File: config.mk
export PLATFORM = sky130hd
export DESIGN_NAME = alu8_core
export DESIGN_NICKNAME = d
export VERILOG_FILES = /design/src/rtl/alu8_core.sv
export SDC_FILE = /design/constraint.sdc
export NUM_CORES = 1
export LEC_CHECK = 0
export ABC_AREA = 1
export BUFFER_PORTS_ARGS = -buffer_cell sky130_fd_sc_hd__buf_4
export CAP_MARGIN = 30
export CORE_ASPECT_RATIO = 1.5
export CORE_MARGIN = 2
export CORE_UTILIZATION = 55
export DETAILED_ROUTE_END_ITERATION = 8
export PLACE_DENSITY = 0.78
export SETUP_SLACK_MARGIN = 0.05
export SLEW_MARGIN = 20
export SYNTH_ARGS = -nofsm -noshare
export SYNTH_HDL_FRONTEND = slang
export SYNTH_SLANG_ARGS = --single-unit
File: constraint.sdc
create_clock -name vclk -period 5.5
set_input_delay 0.55 -clock vclk [all_inputs]
set_output_delay 0.55 -clock vclk [all_outputs]
set_load 0.01 [all_outputs]
File: src/rtl/alu8_core.sv
`timescale 1ns/1ps
module alu8_core #(
  parameter int DW = 8
) (
  input  logic [DW-1:0] a_i,
  input  logic [DW-1:0] b_i,
  input  logic          cin_i,
  input  logic [4:0]    op_i,
  input  logic [7:0]    flags_i,
  output logic [DW-1:0] result_o,
  output logic [7:0]    flags_o
);
  localparam int HB = DW / 2;
  localparam int MSB = DW - 1;

  typedef enum logic [4:0] {
    OP_ADD = 5'd0, OP_ADC = 5'd1, OP_SUB = 5'd2, OP_SBC = 5'd3,
    OP_AND = 5'd4, OP_OR  = 5'd5, OP_XOR = 5'd6, OP_COM = 5'd7,
    OP_NEG = 5'd8, OP_INC = 5'd9, OP_DEC = 5'd10, OP_LSL = 5'd11,
    OP_LSR = 5'd12, OP_ROL = 5'd13, OP_ROR = 5'd14, OP_ASR = 5'd15,
    OP_SWP = 5'd16, OP_LDK = 5'd17, OP_SER = 5'd18, OP_CLM = 5'd19
  } op_t;

  logic          is_neg;
  logic [DW-1:0] sx, sy;
  logic [DW:0]   sum, dif;
  logic          add_c, sub_c;
  logic          h_add, h_sub, v_add, v_sub;

  assign is_neg = (op_i == OP_NEG);
  assign add_c  = (op_i == OP_ADC) & cin_i;
  assign sub_c  = (op_i == OP_SBC) & cin_i;
  assign sx     = is_neg ? '0 : a_i;
  assign sy     = is_neg ? a_i : b_i;
  assign sum    = {1'b0, a_i} + {1'b0, b_i} + {{DW{1'b0}}, add_c};
  assign dif    = {1'b0, sx} - {1'b0, sy} - {{DW{1'b0}}, sub_c};

  assign h_add = (a_i[HB-1] & b_i[HB-1]) | (b_i[HB-1] & ~sum[HB-1]) | (~sum[HB-1] & a_i[HB-1]);
  assign h_sub = (~sx[HB-1] & sy[HB-1]) | (sy[HB-1] & dif[HB-1]) | (dif[HB-1] & ~sx[HB-1]);
  assign v_add = (a_i[MSB] & b_i[MSB] & ~sum[MSB]) | (~a_i[MSB] & ~b_i[MSB] & sum[MSB]);
  assign v_sub = (sx[MSB] & ~sy[MSB] & ~dif[MSB]) | (~sx[MSB] & sy[MSB] & dif[MSB]);

  logic [DW-1:0] res;
  logic c_n, v_n, h_n;
  logic wc, wh, wznv, zchain;

  always_comb begin
    res    = a_i;
    c_n    = flags_i[0];
    v_n    = flags_i[3];
    h_n    = flags_i[5];
    wc     = 1'b0;
    wh     = 1'b0;
    wznv   = 1'b0;
    zchain = 1'b0;
    case (op_i)
      OP_ADD, OP_ADC: begin
        res = sum[DW-1:0]; c_n = sum[DW]; v_n = v_add; h_n = h_add;
        wc = 1'b1; wh = 1'b1; wznv = 1'b1;
      end
      OP_SUB, OP_SBC, OP_NEG: begin
        res = dif[DW-1:0]; c_n = dif[DW]; v_n = v_sub; h_n = h_sub;
        wc = 1'b1; wh = 1'b1; wznv = 1'b1; zchain = (op_i == OP_SBC);
      end
      OP_AND: begin res = a_i & b_i;  v_n = 1'b0; wznv = 1'b1; end
      OP_OR:  begin res = a_i | b_i;  v_n = 1'b0; wznv = 1'b1; end
      OP_XOR: begin res = a_i ^ b_i;  v_n = 1'b0; wznv = 1'b1; end
      OP_CLM: begin res = a_i & ~b_i; v_n = 1'b0; wznv = 1'b1; end
      OP_COM: begin
        res = ~a_i; c_n = 1'b1; v_n = 1'b0; wc = 1'b1; wznv = 1'b1;
      end
      OP_INC: begin
        res = a_i + 1'b1; v_n = (a_i == {1'b0, {(DW-1){1'b1}}}); wznv = 1'b1;
      end
      OP_DEC: begin
        res = a_i - 1'b1; v_n = (a_i == {1'b1, {(DW-1){1'b0}}}); wznv = 1'b1;
      end
      OP_LSL: begin res = {a_i[DW-2:0], 1'b0};   c_n = a_i[MSB]; wc = 1'b1; wznv = 1'b1; end
      OP_ROL: begin res = {a_i[DW-2:0], cin_i};  c_n = a_i[MSB]; wc = 1'b1; wznv = 1'b1; end
      OP_LSR: begin res = {1'b0, a_i[DW-1:1]};   c_n = a_i[0];   wc = 1'b1; wznv = 1'b1; end
      OP_ROR: begin res = {cin_i, a_i[DW-1:1]};  c_n = a_i[0];   wc = 1'b1; wznv = 1'b1; end
      OP_ASR: begin res = {a_i[MSB], a_i[DW-1:1]}; c_n = a_i[0]; wc = 1'b1; wznv = 1'b1; end
      OP_SWP: res = {a_i[HB-1:0], a_i[DW-1:HB]};
      OP_LDK: res = b_i;
      OP_SER: res = '1;
      default: res = a_i;
    endcase
    if (op_i inside {OP_LSL, OP_LSR, OP_ROL, OP_ROR, OP_ASR})
      v_n = res[MSB] ^ c_n;
  end

  logic n_o, z_o, v_o;
  assign n_o = wznv ? res[MSB] : flags_i[2];
  assign z_o = wznv ? ((res == '0) & (~zchain | flags_i[1])) : flags_i[1];
  assign v_o = wznv ? v_n : flags_i[3];

  assign result_o = res;
  assign flags_o  = {flags_i[7:6],
                     wh ? h_n : flags_i[5],
                     wznv ? (n_o ^ v_o) : flags_i[4],
                     v_o, n_o, z_o,
                     wc ? c_n : flags_i[0]};
endmodule

# Yosys cells after proc, flatten, opt, wreduce, memory -nomap -nowiden
# Cells that the tools add are included.
# word_totals
inputBits,30
reg_bits,0
out_inout_bits,16
# op_classes
addsub,6
mux,17
n_reduce_logical,11
bitwise_logic,41
eq_ne,21
# ops
op,count
8-bit case mux with 17 select lines,1
5-bit by 4-bit == test with 1-bit output (second input constant),8
5-bit by 3-bit == test with 1-bit output (second input constant),4
5-bit == test (second input constant),4
1-bit bitwise AND,17
17-bit OR reduction,1
8-bit bitwise AND,2
8-bit 2-to-1 mux,2
8-bit inverter,2
1-bit 2-to-1 mux,11
11-bit OR reduction,1
5-bit by 2-bit == test with 1-bit output (second input constant),2
1-bit case mux with 5 select lines,2
5-bit OR reduction,2
8-bit by 8-bit adder with 9-bit output,1
9-bit by 1-bit adder with 9-bit output,1
1-bit inverter,9
8-bit by 8-bit subtractor with 9-bit output,1
9-bit by 1-bit subtractor with 9-bit output,1
8-bit by 1-bit adder with 8-bit output (second input constant),1
8-bit by 7-bit == test with 1-bit output (second input constant),1
8-bit == test (second input constant),1
8-bit logical NOT,1
8-bit OR,1
10 further kinds,19

# Logic depth before layout (Yosys ltp)
# logic_depth
depth_word,12
mapped_depth,24

# Least setup slack after synthesis
# Ideal clock, no wire load.
# synth_path
kind,input -> output
start,input port op_i[1]
end,output port flags_o[3]
path_buffers,2
arrival_ns,3.295
required_ns,4.950
path_stages,22
setup_slack_ns,1.655
cell_sequence,nor2_1 nand3_4 clkbuf_1 nand2_1 o21ai_0 fa_1 inv_1 fa_1 nor2_1 o21ai_0 nand3_1 nand2_1 nand2_1 nand3_1 nand4_1 inv_1 nand2_1 nand2_1 nand2_1 nand2_1 o21a_1 buf_4
# synth_between
elab_chain_cells,10
word_cells_on_any_way,53
cone_classes,add/sub: 3; eq/ne: 19; mux: 8; bitwise: 15; reduce/logical: 8
# synth_rtl
element,line_no,source
"start, declared",8,"input logic [4:0] op_i,"
5-bit by 4-bit == test with 1-bit output,"30, 56",
"8-bit 2-to-1 mux, on equally long branches","33, 34",
8-bit by 8-bit subtractor with 9-bit output,36,"assign dif = {1'b0, sx} - {1'b0, sy} - {{DW{1'b0}}, sub_c};"
9-bit by 1-bit subtractor with 9-bit output,36,
1-bit inverter,41,assign v_sub = (sx[MSB] & ~sy[MSB] & ~dif[MSB]) | (~sx[MSB] & sy[MSB] & dif[MSB]);
1-bit bitwise AND,41,
1-bit OR,41,
1-bit case mux with 5 select lines,56,case (op_i)
1-bit 2-to-1 mux,88,"if (op_i inside {OP_LSL, OP_LSR, OP_ROL, OP_ROR, OP_ASR})"
1-bit 2-to-1 mux (*),95,assign v_o = wznv ? v_n : flags_i[3];
"end, declared",11,output logic [7:0] flags_o
# Mark *: on every way between the ends. The rest lies on a longest branch, timed or not.

# Worst setup path after layout
# layout_path
start,input port op_i[1]
end,output port flags_o[4]
# layout_between
elab_chain_cells,12
word_cells_on_any_way,56
cone_classes,add/sub: 3; eq/ne: 19; mux: 10; bitwise: 16; reduce/logical: 8
# layout_rtl
element,line_no,source
5-bit by 4-bit == test with 1-bit output,"30, 56",
"8-bit 2-to-1 mux, on equally long branches","33, 34",
8-bit by 8-bit subtractor with 9-bit output,36,
9-bit by 1-bit subtractor with 9-bit output,36,
1-bit inverter,41,
1-bit bitwise AND,41,
1-bit OR,41,
1-bit case mux with 5 select lines,56,
1-bit 2-to-1 mux,88,
1-bit 2-to-1 mux,95,
1-bit bitwise XOR,100,"wznv ? (n_o ^ v_o) : flags_i[4],"
1-bit 2-to-1 mux (*),100,
# Marked as above.

==> impl_metrics.yaml <==
placement:
  dp_cells: 642
  place_congestion: 1.02
  portBuffers: 42
  placed_area_mm2: 0.00322
  dp.final_hpwl_um: 8610
finish:
  synthToLayoutAreaGrowth_pct: 11.8
  antenna_cells: 0
  nNetsFinal: 647
  fin_util_pct: 63.3
  fin_cells: 642
  regArea_um2: 0
  layout_commonest_cell: "nand2_1"
  seq_cells: 0
  n_clock_buffer: 0
  mostFrequentLayoutCells: "nand2_1 (146), inv_1 (99), nor2_1 (65)"
  final_area_mm2: 0.00322
  drive_gt1_share_pct: 11.3
timing:
  final-max-slew-violation-count: 0
  relSlewSlack_pct: 65.7
  final.min_clock_period_ps: 4390
  rsz0062_at_grt: "false"
  setup_tns_ps: 0
  finalHoldViolations: 0
  setup_violations: 0
  max_freq_mhz: 228
  fin_crit_sh_pct: 79.7
  tightestPinTransition_ps: 508
die:
  coreArea_mm2: 0.00508
  die_h_um: 92.6
  ioPinCount: 46
  dieWidth_um: 63.1
  initial_core_util_pct: 56.6
  rows: 32
  die-area_mm2: 0.00584
pwr:
  power.leakage_uw: 0.00184
  power.density_mw_per_mm2: 94.7
  peakVddDrop_mv: 0.0589
  total_power_uw: 305
worst_setup_path:
  worst_setup_path_start_kind: "input pin"
  required_ps: 4950
  cp_max_fo: 26
  critPathKind: "in -> out"
  crit_path_end_kind: "output port"
  cp.arrival_ps: 3840
route:
  drtPass1Iterations: 5
  num_vias: 3670
  ant_nets: 0
  avgRoutedWirePerCell_um: 16.3
  avgViaCountPerCell: 5.72
  dr.first_iter.drc_count: 224
  drc: 0
  drt_wl_total_um: 10500
grt:
  grt_usage_pct: 36.0
  antenna_found_initial: 0
  grt_max_degree: 27
  grt_first_pass_wirelength_um: 16800
  grt_overflow: 0
  grt_pass1_vias: 3565
clock_tree:
  cts_hold_buf: 0
  post_cts_buffers: 0
  cts_resized: 0
hold_path:
  min-delay-start: "flags_i[6]"
  whs_endpoint: "flags_o[6]"
  hold_depth: 0
  hp-class: "in -> out"
yosys:
  synth.cell_area_mm2: 0.00288
  syn_area_per_cell_um2: 5.32
  synth_warnings: 0
  syn_nets: 612
  synth_cell_type_count: 37
  ys_seq_area_share_pct: 0
  synthCells: 541
run_status:
  status: "complete, no violations"
job:
  drv_cap: 0
Yosys cell counts, types with 3 or more instances:
cell type  instances  area (um^2)
o22ai_1           10         62.6
or2_2              4         25.0
nor3_1            10         50.1
inv_2              6         22.5
a21oi_1           24          120
nor2_1            65          244
nor2_4             3         33.8
nand2_1          146          548
inv_1             99          372
nand4_1           13         81.3
ha_1              35          438
fa_1               6          120
o21ai_0           23          115
nand3b_1           5         37.5
buf_4              5         37.5
o21bai_1           3         22.5
o2111ai_1          3         26.3
nand2_2            4         25.0
xor2_1             7         61.3
nand3_1           43          215
o211ai_1           7         52.6
area by class of cell:
| class | instances | area, um^2 |
|---|---|---|
| repair buffers | 42 | 315 |
| well taps | 68 | 85.1 |
| multi-input cells | 426 | 2420 |
| inverters | 106 | 398 |
| fillers | 543 | 1870 |
power by group:
group          switching [uW]  total, uW  internal, uW
Combinational             191        305           113
Clock                       0          0             0
Sequential                  0          0             0
metrics by stage:
stage	worst slack (ps)	hold slack [ps]
6_report	1110	1100
5_1_grt	756	1100
4_1_cts	1170	1100
3_5_place_dp	1170	1100
3_3_place_gp	1280	1100
2_1_floorplan	1650	1190
worst max-delay path by stage:
stage / startpoint / end / slack (ps) / cells past startpoint
3_5_place_dp: op_i[1] / flags_o[4] / 1170 / 22
4_1_cts: op_i[1] / flags_o[4] / 1170 / 22
5_1_grt: op_i[1] / flags_o[3] / 760 / 22
2_1_floorplan: op_i[1] / flags_o[3] / 1650 / 22
6_report: op_i[1] / flags_o[4] / 1110 / 22
3_3_place_gp: op_i[1] / flags_o[4] / 1280 / 22
worst max-delay path, cell delays in order:
cell and delay (ps):
buf_4 140, nor2_1 260, nand3_4 300, nand2_1 120, o21ai_0 120, fa_1 470
inv_1 110, fa_1 230, nor2_1 70, o21ai_0 300, nand3_1 210, nand2_1 100
nand2_1 50, nand3_1 70, nand4_1 150, nand3_1 120, nand2_1 50, nand2_1 70
nand2_1 70, nand2_1 60, nand3_1 60, buf_4 140
kinds of logic after synthesis:
logic type	after synthesis	share of synthesized area, %
AO/OA/AOI/OAI	78	16.0
XOR/XNOR	7	2.13
adder cells (fa/ha/maj)	41	19.4
buffers and inverters	115	16.0
AND/OR/NAND/NOR	300	46.5
layer usage:
metal,vias to the layer above,track usage [%],part of all wire [%]
met1,1641,39.5,38
met5,-,0,0
li1,1818,-,-
met3,43,2.43,5.6
met4,0,16.7,5.5
met2,168,69.0,51
(Power assumes the default switching activity.)
